--- config.mk ---
export PLATFORM = sky130hd
export DESIGN_NAME = ovs_uart_rx
export DESIGN_NICKNAME = d
export VERILOG_FILES = /design/src/rtl/orx_pkg.sv /design/src/rtl/orx_sync.sv /design/src/rtl/orx_frame.sv /design/src/rtl/orx_hold.sv /design/src/rtl/orx_wdog.sv /design/src/rtl/ovs_uart_rx.sv
export SDC_FILE = /design/constraint.sdc
export NUM_CORES = 1
export LEC_CHECK = 0
export BUFFER_PORTS_ARGS = -buffer_cell sky130_fd_sc_hd__buf_4
export CORE_AREA = 2 2 99 101
export DETAILED_ROUTE_END_ITERATION = 7
export DIE_AREA = 0 0 101 103
export GPL_TIMING_DRIVEN = 0
export PLACE_DENSITY_LB_ADDON = 0.15
export SETUP_SLACK_MARGIN = 0.05
export SLEW_MARGIN = 15
export SYNTH_ARGS = -nofsm -noshare
export SYNTH_HDL_FRONTEND = slang
export SYNTH_SLANG_ARGS = --single-unit
--- constraint.sdc ---
create_clock -name clk -period 3.4 [get_ports clk]
set_input_delay 0.17 -clock clk [delete_from_list [all_inputs] [get_ports clk]]
set_output_delay 0.17 -clock clk [all_outputs]
set_load 0.03 [all_outputs]
--- src/rtl/orx_pkg.sv ---
package orx_pkg;

    typedef enum logic [2:0] {
        PM_NONE  = 3'd0,
        PM_EVEN  = 3'd1,
        PM_ODD   = 3'd2,
        PM_SPACE = 3'd3,
        PM_MARK  = 3'd4,
        PM_ADDR  = 3'd5
    } par_mode_e;

    typedef enum logic [2:0] {
        ST_IDLE,
        ST_START,
        ST_DATA,
        ST_PAR,
        ST_STOP,
        ST_REARM,
        ST_BRKW
    } rx_state_e;

    typedef struct packed {
        logic [7:0] data;
        logic       perr;
        logic       ferr;
        logic       brk;
    } rx_char_t;

endpackage

--- src/rtl/orx_sync.sv ---
module orx_sync #(
    parameter int STAGES = 2
) (
    input  logic clk,
    input  logic rst_n,
    input  logic din,
    output logic dout
);
    logic [STAGES-1:0] sh_q, sh_d;

    always_comb begin
        sh_d = {sh_q[STAGES-2:0], din};
    end

    always_ff @(posedge clk or negedge rst_n) begin
        if (!rst_n) sh_q <= '1;
        else        sh_q <= sh_d;
    end

    assign dout = sh_q[STAGES-1];
endmodule

--- src/rtl/orx_frame.sv ---
module orx_frame
    import orx_pkg::*;
#(
    parameter int OVS = 16
) (
    input  logic       clk,
    input  logic       rst_n,
    input  logic       tick,
    input  logic       rx,
    input  logic       rx_enable,
    input  logic [1:0] cfg_bits,
    input  logic [2:0] cfg_par,
    output logic       chr_v,
    output rx_char_t   chr,
    output logic       start_ok,
    output logic       brk_chg
);
    localparam int CW = $clog2(OVS);
    localparam logic [CW-1:0] MID_C = CW'(OVS / 2 - 1);
    localparam logic [CW-1:0] TOP_C = CW'(OVS - 1);

    typedef struct packed {
        rx_state_e     st;
        logic [CW-1:0] cnt;
        logic [2:0]    bidx;
        logic [7:0]    data;
        logic          par;
        logic          line;
        logic          hi;
        logic          chr_v;
        rx_char_t      chr;
        logic          start_ok;
        logic          brk_chg;
    } fr_t;

    fr_t q, n;

    par_mode_e mode;
    logic      fall, mid, par_on, perr_c, keep, all_low;
    logic [2:0] nlast;

    always_comb begin
        mode    = par_mode_e'(cfg_par);
        nlast   = 3'd4 + {1'b0, cfg_bits};
        par_on  = (cfg_par >= 3'd1) && (cfg_par <= 3'd5);
        fall    = q.line & ~rx;
        mid     = tick & (q.cnt == MID_C);
        all_low = (q.data == 8'h00) && (!par_on || !q.par);
        keep    = rx_enable | ((mode == PM_ADDR) & q.par);
        case (mode)
            PM_EVEN:  perr_c = ^{q.data, q.par};
            PM_ODD:   perr_c = ~^{q.data, q.par};
            PM_SPACE: perr_c = q.par;
            PM_MARK:  perr_c = ~q.par;
            PM_ADDR:  perr_c = q.par;
            default:  perr_c = 1'b0;
        endcase

        n          = q;
        n.line     = rx;
        n.chr_v    = 1'b0;
        n.start_ok = 1'b0;
        n.brk_chg  = 1'b0;
        if (tick && q.st != ST_IDLE && q.st != ST_BRKW) n.cnt = q.cnt + 1'b1;

        case (q.st)
            ST_IDLE: begin
                if (fall) begin
                    n.st  = ST_START;
                    n.cnt = '0;
                end
            end
            ST_START: begin
                if (mid) begin
                    if (!rx) begin
                        n.st       = ST_DATA;
                        n.bidx     = 3'd0;
                        n.data     = 8'h00;
                        n.par      = 1'b0;
                        n.start_ok = 1'b1;
                    end else begin
                        n.st = ST_IDLE;
                    end
                end
            end
            ST_DATA: begin
                if (mid) begin
                    n.data[q.bidx] = rx;
                    if (q.bidx == nlast) n.st = par_on ? ST_PAR : ST_STOP;
                    else                 n.bidx = q.bidx + 3'd1;
                end
            end
            ST_PAR: begin
                if (mid) begin
                    n.par = rx;
                    n.st  = ST_STOP;
                end
            end
            ST_STOP: begin
                if (mid) begin
                    n.chr.data = q.data;
                    n.chr.perr = perr_c;
                    n.chr.ferr = ~rx;
                    n.chr.brk  = 1'b0;
                    n.chr_v    = keep;
                    if (rx) begin
                        n.st = ST_IDLE;
                    end else if (all_low) begin
                        n.chr.perr = (mode == PM_ADDR) ? q.par : 1'b0;
                        n.chr.brk  = 1'b1;
                        n.brk_chg  = 1'b1;
                        n.hi       = 1'b0;
                        n.st       = ST_BRKW;
                    end else begin
                        n.st = ST_REARM;
                    end
                end
            end
            ST_REARM: begin
                if (tick && q.cnt == TOP_C) begin
                    if (!rx) begin
                        n.st  = ST_START;
                        n.cnt = '0;
                    end else begin
                        n.st = ST_IDLE;
                    end
                end
            end
            ST_BRKW: begin
                n.hi = rx;
                if (rx && q.hi) begin
                    n.st      = ST_IDLE;
                    n.brk_chg = 1'b1;
                end
            end
            default: n.st = ST_IDLE;
        endcase
    end

    always_ff @(posedge clk or negedge rst_n) begin
        if (!rst_n) begin
            q      <= '0;
            q.st   <= ST_IDLE;
            q.line <= 1'b1;
        end else begin
            q <= n;
        end
    end

    assign chr_v    = q.chr_v;
    assign chr      = q.chr;
    assign start_ok = q.start_ok;
    assign brk_chg  = q.brk_chg;
endmodule

--- src/rtl/orx_hold.sv ---
module orx_hold
    import orx_pkg::*;
(
    input  logic     clk,
    input  logic     rst_n,
    input  logic     chr_v,
    input  rx_char_t chr,
    input  logic     start_ok,
    input  logic     fifo_full,
    output logic     wr_en,
    output rx_char_t wr_chr,
    output logic     ovr
);
    typedef struct packed {
        logic     held;
        logic     wr;
        logic     ovr;
        rx_char_t chr;
    } hd_t;

    hd_t q, n;

    always_comb begin
        n     = q;
        n.wr  = 1'b0;
        n.ovr = 1'b0;
        if (start_ok && q.held) begin
            n.held = 1'b0;
            n.ovr  = 1'b1;
        end else if (q.held && !fifo_full) begin
            n.held = 1'b0;
            n.wr   = 1'b1;
        end
        if (chr_v) begin
            n.chr = chr;
            if (!fifo_full) n.wr   = 1'b1;
            else            n.held = 1'b1;
        end
    end

    always_ff @(posedge clk or negedge rst_n) begin
        if (!rst_n) q <= '0;
        else        q <= n;
    end

    assign wr_en  = q.wr;
    assign wr_chr = q.chr;
    assign ovr    = q.ovr;
endmodule

--- src/rtl/orx_wdog.sv ---
module orx_wdog #(
    parameter int OVS   = 16,
    parameter int LIMIT = 64
) (
    input  logic clk,
    input  logic rst_n,
    input  logic tick,
    input  logic en,
    input  logic restart,
    output logic expire
);
    localparam int CW = $clog2(OVS);
    localparam int LW = $clog2(LIMIT + 1);
    localparam logic [CW-1:0] PTOP_C = CW'(OVS - 1);
    localparam logic [LW-1:0] LIM_C  = LW'(LIMIT);
    localparam logic [LW-1:0] LIM1_C = LW'(LIMIT - 1);

    typedef struct packed {
        logic [CW-1:0] pre;
        logic [LW-1:0] bits;
        logic          exp;
    } wd_t;

    wd_t q, n;

    always_comb begin
        n     = q;
        n.exp = 1'b0;
        if (!en || restart) begin
            n.pre  = '0;
            n.bits = '0;
        end else if (tick && q.bits != LIM_C) begin
            n.pre = q.pre + 1'b1;
            if (q.pre == PTOP_C) begin
                n.bits = q.bits + 1'b1;
                if (q.bits == LIM1_C) n.exp = 1'b1;
            end
        end
    end

    always_ff @(posedge clk or negedge rst_n) begin
        if (!rst_n) q <= '0;
        else        q <= n;
    end

    assign expire = q.exp;
endmodule

--- src/rtl/ovs_uart_rx.sv ---
module ovs_uart_rx
    import orx_pkg::*;
#(
    parameter int OVS        = 16,
    parameter int SYNC_STG   = 2,
    parameter int WDOG_LIMIT = 64
) (
    input  logic       clk,
    input  logic       rst_n,
    input  logic       tick16,
    input  logic       rx_line,
    input  logic       rx_enable,
    input  logic [1:0] cfg_bits,
    input  logic [2:0] cfg_par,
    input  logic       wdog_en,
    input  logic       fifo_full,
    input  logic       fifo_read,
    output logic       wr_en,
    output logic [7:0] wr_data,
    output logic       wr_perr,
    output logic       wr_ferr,
    output logic       wr_brk,
    output logic       overrun,
    output logic       brk_change,
    output logic       wdog_expire
);
    logic     rx_s, chr_v, start_ok;
    rx_char_t chr, wr_chr;

    orx_sync #(.STAGES(SYNC_STG)) u_sync (
        .clk(clk), .rst_n(rst_n), .din(rx_line), .dout(rx_s)
    );

    orx_frame #(.OVS(OVS)) u_frame (
        .clk(clk), .rst_n(rst_n), .tick(tick16), .rx(rx_s),
        .rx_enable(rx_enable), .cfg_bits(cfg_bits), .cfg_par(cfg_par),
        .chr_v(chr_v), .chr(chr), .start_ok(start_ok), .brk_chg(brk_change)
    );

    orx_hold u_hold (
        .clk(clk), .rst_n(rst_n), .chr_v(chr_v), .chr(chr),
        .start_ok(start_ok), .fifo_full(fifo_full),
        .wr_en(wr_en), .wr_chr(wr_chr), .ovr(overrun)
    );

    orx_wdog #(.OVS(OVS), .LIMIT(WDOG_LIMIT)) u_wdog (
        .clk(clk), .rst_n(rst_n), .tick(tick16), .en(wdog_en),
        .restart(wr_en | fifo_read), .expire(wdog_expire)
    );

    assign wr_data = wr_chr.data;
    assign wr_perr = wr_chr.perr;
    assign wr_ferr = wr_chr.ferr;
    assign wr_brk  = wr_chr.brk;
endmodule

Word level (Yosys, flattened, before mapping). Index checks and enable logic that the tools add are counted.

Muxes and demuxes: 56. Reductions and logical operators: 34. Bitwise operators: 7. $add $sub $neg: 5. Equal/unequal tests: 30. $lt $le $gt $ge: 4.

Operators by type and width (count): 12-bit 2-to-1 mux (4); 3-bit 2-to-1 mux (9); 1-bit 2-to-1 mux (22); 11-bit 2-to-1 mux (2); 11-bit case mux with 2 select lines (1); 3-bit case mux with 7 select lines (1); 2-bit by 1-bit inequality test with 1-bit output (second input constant) (9); 3-bit equality test (second input constant) (5); 7-bit 2-to-1 mux (2); 13-bit 2-to-1 mux (1); 3-bit by 2-bit equality test with 1-bit output (second input constant) (4); 4-bit AND reduction (3); 1-bit logical AND (10); 2-bit nonzero test (5); 9-bit XNOR reduction (1); 9-bit XOR reduction (1); 4-bit by 1-bit adder with 4-bit output (second input constant) (2); 8-bit bitwise mux (1); 4-bit equality test (second input constant) (2); 8-bit logical NOT (1); 2-bit 2-to-1 mux (4); 4-bit 2-to-1 mux (2); 8-bit 2-to-1 mux (1); 4-bit case mux with 2 select lines (1); 27 further kinds (42).

Bits of input ports: 13. Bits in registers: 63. Output and inout bits: 15.

Depth between registers and ports, before layout. Gate-level depths: netlist of run 1.

Word-level depth: 9. Mapped depth: 7.

By module. A second synthesis of run 1 with hierarchy kept.

Cells, all modules: 325. Area total of the unflattened synthesis: 3404.5 um^2.

By module, submodules not included: orx_frame (cells an instance 205, sequential area each 877.1 um^2, area an instance 2005.7 um^2, times used 1); orx_wdog (cells an instance 75, sequential area each 300.3 um^2, area an instance 701.9 um^2, times used 1); orx_hold (cells an instance 42, sequential area each 350.3 um^2, area an instance 638.1 um^2, times used 1); orx_sync (cells an instance 2, sequential area each 52.6 um^2, area an instance 52.6 um^2, times used 1); ovs_uart_rx (cells an instance 1, sequential area each 0.0 um^2, area an instance 6.3 um^2, times used 1).

Worst setup path after synthesis of run 1. Ideal clock, no wire load.

Kind: flip-flop to flip-flop. Start: reg u_wdog.q[1] (netlist bit). End: reg u_wdog.q[7] (netlist bit). Stages on the path, launching flop included: 8. Arrival: 1.837 ns. Data required time: 3.323 ns. Setup slack: 1.485 ns. Cell sequence: dfrtp_1 inv_1 ha_1 and2_1 a311oi_4 nand4_1 or3_1 a21oi_1.

Word-level cells in the longest chain between the ends: 4. Elaborated cells between the ends (all ways): 8.

RTL lines: start: declaration (RTL line orx_wdog.sv:24) `wd_t q, n;`; start signal: assignment (RTL line orx_wdog.sv:43) `else q <= n;`; 7-bit by 1-bit adder with 7-bit output / 7-bit inequality test (equally long branches) (RTL line orx_wdog.sv:35, orx_wdog.sv:32); 8-bit 2-to-1 mux / 1-bit logical AND (equally long branches) (RTL line orx_wdog.sv:34, orx_wdog.sv:32); 12-bit 2-to-1 mux / 2-bit nonzero test (equally long branches); 11-bit 2-to-1 mux / 2-bit AND reduction (equally long branches).

Several ways; a longest one is shown, not always the timed one. The select of a mux whose other input is x is not followed. A chain may end at the register's enable or synchronous reset.

Worst setup path in the final report of run 1.
Start: reg u_frame.q[28] (netlist bit). End: reg u_frame.q (netlist bit u_frame.chr[4]).

Word-level cells in the longest chain between the ends: 3.

RTL lines: start: declaration (RTL line orx_frame.sv:36) `fr_t q, n;`; start signal: assignment (RTL line orx_frame.sv:146) `q <= n;`; 4-bit by 3-bit equality test with 1-bit output (RTL line orx_frame.sv:47) `mid = tick & (q.cnt == MID_C);`; 1-bit bitwise AND (RTL line orx_frame.sv:47); 2-bit AND reduction (no line).

Every way passes these cells.

==> results of run 1 <==
==> flip-flops by register name, indices dropped and copies added (netlist names) <==
signal	cells
u_frame.brk_chg	1
u_frame.chr	11
u_frame.chr_v	1
u_frame.q	21
u_frame.start_ok	1
u_hold.ovr	1
u_hold.q	1
u_hold.wr_chr	11
u_hold.wr_en	1
u_sync.sh_q	2
u_wdog.expire	1
u_wdog.q	11
==> cells by family after synthesis <==
family,Yosys count,synth area share (%)
and+or+nand+nor,97,16.3
DFF,63,49.8
AOI/OAI and AO/OA,61,12.7
buffers and inverters,30,4.69
muxes,25,8.79
xor gates and xnor gates,21,5.79
adders and majority gates,5,1.97
==> through the flow <==
step           instance area (sq um)  std cells  setup slack (ns)
2_1_floorplan                   3170        302              1.49
3_3_place_gp                    3520        443              1.26
3_5_place_dp                    3520        443              1.26
4_1_cts                         3770        462              1.25
5_1_grt                         3770        462              1.09
6_report                        3770        462              1.29
==> layout make-up <==
cell class,instances,area (sq um),share of cell area (%)
Sequential cell,63,1580,41.9
Multi-Input combinational cell,209,1450,38.3
Timing Repair Buffer,30,233,6.17
Clock buffer,13,159,4.21
Tap cell,114,143,3.78
Buffer,21,115,3.05
Clock inverter,3,65.1,1.72
Inverter,9,33.8,0.895
==> cells in the mapped netlist, drive strengths merged, types with 2 or more instances <==
cell type  instances  share of area [%]
or4                3               0.71
clkbuf             7               0.83
ha                 5                2.0
o21a               3               0.71
xor2               8                2.2
nor4               2               0.39
nor2b              5               0.99
and3b              2               0.55
nand3b             2               0.47
nand3              8                1.3
nor2              26                3.1
o21ai             26                4.1
dfrtp             60                 47
mux2i              2               0.63
buf               14                2.8
inv                9                1.1
o31ai              3               0.71
a41oi              2               0.55
dfstp              3                2.5
nand4b             2               0.55
a21oi              9                1.5
and2               4               0.79
nand4              6                1.2
a311o              2               0.63
nand2             17                2.0
nor3               7                1.1
mux2              23                8.2
and3               2               0.39
or3                3               0.59
xnor2             13                3.6
nand2b             2               0.39
a31oi             11                2.6
==> layer usage <==
metal / vias to the layer above / track usage [%] / wire [microns]
met5: - / 0 / 0
met4: 0 / 5.61 / 93
met3: 10 / 3.12 / 233
met2: 50 / 19.2 / 2800
met1: 1131 / 18.8 / 3180
li1: 1155 / - / -
==> worst min-delay path: cells and delay by family <==
kind | cells | cell delay, ns
simple gates | 1 | 0.10
buf+inv | 1 | 0.08
compound gates | 1 | 0.03
==> power breakdown <==
part	internal, mW	total (mW)	switching [mW]
registers	0.787	0.824	0.0369
clock network	0.453	0.735	0.283
logic	0.138	0.332	0.194
total	1.38	1.89	0.514
==> worst max-delay path by stage <==
stage	depth (start not counted)	start	to	slack, ns
6_report	6	u_frame.q[28]$_DFF_PN0_	u_frame.chr[4]$_DFFE_PN0P_	1.29
3_5_place_dp	6	u_frame.q[28]$_DFF_PN0_	u_frame.chr[8]$_DFFE_PN0P_	1.26
2_1_floorplan	7	u_wdog.q[1]$_DFFE_PN0P_	u_wdog.q[7]$_DFFE_PN0P_	1.49
3_3_place_gp	6	u_frame.q[28]$_DFF_PN0_	u_frame.chr[9]$_DFFE_PN0P_	1.26
4_1_cts	7	u_wdog.q[1]$_DFFE_PN0P_	u_wdog.q[7]$_DFFE_PN0P_	1.25
5_1_grt	7	u_wdog.q[1]$_DFFE_PN0P_	u_wdog.q[7]$_DFFE_PN0P_	1.09
==> repair_timing <==
item | 4_1_cts | 5_1_grt
hold buffers | 3 | 0
endpoints found under the setup margin | 0 | 0
hold endpoints to repair | 62 | 0
==> flow_metrics.env, run 1 <==
export IMPL_status="finished clean"
export IMPL_nets=361
export IMPL_cts_resized=0
export IMPL_synth_seq_area_share_pct=49.8
export IMPL_hp_start="rx_enable"
export IMPL_die_h_microns=103
export IMPL_clockBufferDepth=2
export IMPL_final_util_pct=39.9
export IMPL_rr_endpoint="u_frame.chr[4]$_DFFE_PN0P_"
export IMPL_setup_viol=0
export IMPL_cp_max_fo=10
export IMPL_crit_buf_inv=2
export IMPL_hold_class="input pin to flip-flop"
export IMPL_initial_core_util_pct=33.6
export IMPL_grt_pass1_vias=2164
export IMPL_worst_slew_margin_rel_pct=45.6
export IMPL_grt_overflow=0
export IMPL_place_gp_congestion=0.826
export IMPL_netlist_instances=302
export IMPL_syn_to_final_growth_pct=18.9
export IMPL_htreeDepth=3
export IMPL_die_w_microns=101
export IMPL_avgSynthCellArea_sq_um=10.5
export IMPL_core_area_sq_mm=0.00946
export IMPL_diodes=0
export IMPL_clk_pin_slew_worst_paths_ns=0.07
export IMPL_worst_pin_slew_ns=0.816
export IMPL_fin_crit_sh_pct=62.1
export IMPL_fillers=942
export IMPL_grt_setup_unrepaired="no"
export IMPL_p_leak_nw=1.73
export IMPL_placementRows=36
export IMPL_drive_gt1_share_pct=22.4
export IMPL_clk_latency_ns=0.34
export IMPL_timing_fmax_mhz=474
export IMPL_synth_edf_count=0
export IMPL_async_flop_share_pct=100
export IMPL_wire_per_inst_microns=13.7
export IMPL_syn_area_sq_mm=0.00317
export IMPL_worstPathArrival_ns=2.33
export IMPL_r2r_start="u_frame.q[28]$_DFF_PN0_"
export IMPL_synth_nets=320
export IMPL_cts_tree="yes"
export IMPL_tns_ns=0
export IMPL_grt_max_degree=64
export IMPL_ff2ff_path_depth=6
export IMPL_synth_distinct_cells=50
export IMPL_drcViolationCount=0
export IMPL_cts_root_buf="clkbuf_8"
export IMPL_min_to="u_frame.chr_v$_DFF_PN0_"
export IMPL_critical_path_top_delay_family="simple AND/OR/NAND/NOR gates"
export IMPL_cpPeakStageDelay_ns=0.40
export IMPL_worstHoldPathCells=3
export IMPL_hold_ws_ns=0.0886
export IMPL_powerDensity_mw_per_mm2=501
export IMPL_ant_nets=0
export IMPL_postCtsSetupBuffers=0
export IMPL_clock_sinks=63
export IMPL_synthFlopType="dfrtp_1"
export IMPL_timing_reg2reg_setup_slack_ns=1.29
export IMPL_cp_end_kind="flip-flop"
export IMPL_drv_cap=0
export IMPL_finalHoldViolCount=0
export IMPL_port_buffer_count=27
export IMPL_antenna_found_initial=0
export IMPL_vias=2346
export IMPL_cts_buffers=9
export IMPL_finalWirelength_microns=6310
export IMPL_critPathRequiredTime_ns=3.62
export IMPL_viasPerCell=5.08
export IMPL_dpl_hpwl_microns=4350
export IMPL_worst_ir_drop_vdd_v=0.000156
export IMPL_clock_skew_ns=0.00662
export IMPL_drt_pass1_iterations=4
export IMPL_grt_usage_pct=13.2
export IMPL_fin_crit_ns=2.11
export IMPL_drt_iter0_markers=113
export IMPL_crit_path_top_delay_cell="dfrtp_1"
export IMPL_cp_common_cell="buf_2"
export IMPL_slew_violations=0
export IMPL_yosys_warnings=0
export IMPL_grt_first_pass_wirelength_microns=10700
export IMPL_power_mw=1.89
export IMPL_cp_start_kind="flip-flop"
export IMPL_die_area_sq_mm=0.0104
export IMPL_crit_path_cell_trace="ha_1, and4b_1, buf_2, nand3_1, buf_2, mux2_1"
export IMPL_io_pins=28
export IMPL_crit_type="flip-flop to flip-flop"
export IMPL_ys_ff_latch=63
export IMPL_final_common_cell="dfrtp_1"
export IMPL_layout_common_cells="60 x dfrtp_1, 35 x buf_4, 26 x nor2_1"
Power figures use the tool's default switching activity.
==> run 2, diff against run 1 <==
==> constraint.sdc (replaced) <==
create_clock -name clk -period 1.8 [get_ports clk]
set_input_delay 0.09 -clock clk [delete_from_list [all_inputs] [get_ports clk]]
set_output_delay 0.09 -clock clk [all_outputs]
set_load 0.03 [all_outputs]
==> run 2 against run 1 <==
The run now ends with negative setup slack left. First-iteration DRC count fell by 37%. Final cell count rose by 5.2%. Critical path depth fell by 1. Die area did not move. Sequential cell count did not move. Utilization rose by 3.6 points. Clock-buffer cell count did not move. Register-to-register slack got worse by 1.5 ns. Critical endpoint is now u_frame.q[32]$_DFFE_PN0P_.
==> flow_metrics.env, run 2 (synthesis results as in run 1) <==
export IMPL_status="finished with violations"
export IMPL_violations="negative setup slack"
export IMPL_antenna_found_initial=0
export IMPL_grt_pass1_vias=2152
export IMPL_hold_class="input pin to flip-flop"
export IMPL_syn_to_final_growth_pct=29.6
export IMPL_clk_pin_slew_worst_paths_ns=0.07
export IMPL_final_common_cell="buf_4"
export IMPL_die_h_microns=103
export IMPL_core_area_sq_mm=0.00946
export IMPL_grt_overflow=0
export IMPL_p_leak_nw=1.90
export IMPL_place_gp_congestion=0.849
export IMPL_fin_crit_sh_pct=109
export IMPL_clock_sinks=63
export IMPL_crit_type="flip-flop to flip-flop"
export IMPL_io_pins=28
export IMPL_finalHoldViolCount=0
export IMPL_worstPathArrival_ns=2.19
export IMPL_setup_viol=4
export IMPL_ant_nets=0
export IMPL_timing_fmax_mhz=509
export IMPL_die_w_microns=101
export IMPL_slew_violations=0
export IMPL_grt_usage_pct=13.5
export IMPL_placementRows=36
export IMPL_critPathRequiredTime_ns=2.03
export IMPL_clk_latency_ns=0.35
export IMPL_finalWirelength_microns=6690
export IMPL_worst_slew_margin_rel_pct=45.3
export IMPL_worst_pin_slew_ns=0.820
export IMPL_viasPerCell=4.94
export IMPL_cp_end_kind="flip-flop"
export IMPL_die_area_sq_mm=0.0104
export IMPL_wire_per_inst_microns=13.8
export IMPL_drive_gt1_share_pct=36.0
export IMPL_clockBufferDepth=2
export IMPL_nets=385
export IMPL_fin_crit_ns=1.96
export IMPL_cts_buffers=9
export IMPL_grt_first_pass_wirelength_microns=10900
export IMPL_grt_setup_unrepaired="yes"
export IMPL_drt_iter0_markers=71
export IMPL_detailedPlace_worstSlack_ns=-0.277
export IMPL_largest_reg_flops=21
export IMPL_cp_start_kind="flip-flop"
export IMPL_tns_ns=-0.341
export IMPL_final_util_pct=43.5
export IMPL_drt_pass1_iterations=4
export IMPL_drv_cap=0
export IMPL_setup_ws_ns=-0.163
export IMPL_powerDensity_mw_per_mm2=896
export IMPL_layout_common_cells="59 x buf_4, 57 x dfrtp_1, 24 x nor2_1"
export IMPL_top_register="u_frame.q"
export IMPL_cp_max_fo=5
export IMPL_htreeDepth=3
export IMPL_cts_root_buf="clkbuf_8"
export IMPL_vias=2399
export IMPL_grt_max_degree=64
export IMPL_dpl_hpwl_microns=4330
export IMPL_port_buffer_count=27
export IMPL_clock_skew_ns=0.0132
export IMPL_diodes=0
export IMPL_worst_ir_drop_vdd_v=0.000288
export IMPL_cts_tree="yes"
export IMPL_drcViolationCount=0
export IMPL_initial_core_util_pct=33.6
[run 2: changes by cell type in the layout (fill, tap and decap cells not counted), sizes merged]
cell,previous run,this run
buf,41,66
clkbuf,20,19
[run 2: worst paths after layout]
kind                                                 from                        end  slack [ns]  cells after the start
worst min register to register   u_sync.sh_q[0]$_DFF_PN1_   u_sync.sh_q[1]$_DFF_PN1_        0.36                      0
worst min-delay path                              wdog_en    u_wdog.q[7]$_DFFE_PN0P_        0.01                      3
worst max register to register  u_frame.q[19]$_DFFE_PN0P_  u_frame.q[32]$_DFFE_PN0P_       -0.16                      5
min in group asynchronous                           rst_n    u_wdog.q[1]$_DFFE_PN0P_        0.36                      2
worst max-delay path            u_frame.q[19]$_DFFE_PN0P_  u_frame.q[32]$_DFFE_PN0P_       -0.16                      5
max in group asynchronous                           rst_n  u_frame.q[17]$_DFFE_PN0P_        0.83                      2
[run 2: stage by stage]
step | instances | area, sq um | power [mW] | hold WS (ns)
after floorplan | 302 | 3190 | 2.03 | -0.206
after global placement | 443 | 3530 | 2.20 | 0.202
after detailed placement | 443 | 3530 | 2.20 | 0.200
after CTS | 468 | 3880 | 3.65 | 0.00510
after global routing | 486 | 4110 | 3.90 | 0.0147
final | 486 | 4110 | 3.69 | 0.0143
[run 2: critical path, stage by stage, from the launching register on]
cell      delay, ns
dfrtp_2        0.43
or4_1          0.50
a311o_1        0.41
a21oi_2        0.14
a221oi_1       0.08
mux2_2         0.29
[run 2: repair_timing]
action | CTS | global route
hold endpoints to repair | 63 | 0
hold buffers | 3 | 0
pin swaps | 5 | 11
endpoints found under the setup margin | 30 | 26
setup buffers | 8 | 18
resized for setup | 13 | 31
[run 2: power breakdown]
part | internal (mW) | total (mW) | switching, mW
registers | 1.49 | 1.56 | 0.0688
clock network | 0.855 | 1.41 | 0.553
logic | 0.322 | 0.725 | 0.402
total | 2.66 | 3.69 | 1.02
[run 2: layout make-up]
class	instances	area, sq um
clock buffers	13	159
plain buffers	19	138
inverters	9	33.8
repair buffers	56	435
multi-input cells	209	1560
flip-flops and latches	63	1580
fillers	913	5350
well taps	114	143
clock inverters	3	65.1
[run 2: layer usage]
layer | up-vias | wire length, microns | GRT usage (%)
li1 | 1204 | - | -
met1 | 1151 | 3420 | 19.3
met2 | 34 | 2970 | 19.3
met3 | 10 | 169 | 2.71
met4 | 0 | 138 | 7.17
met5 | - | 0 | 0
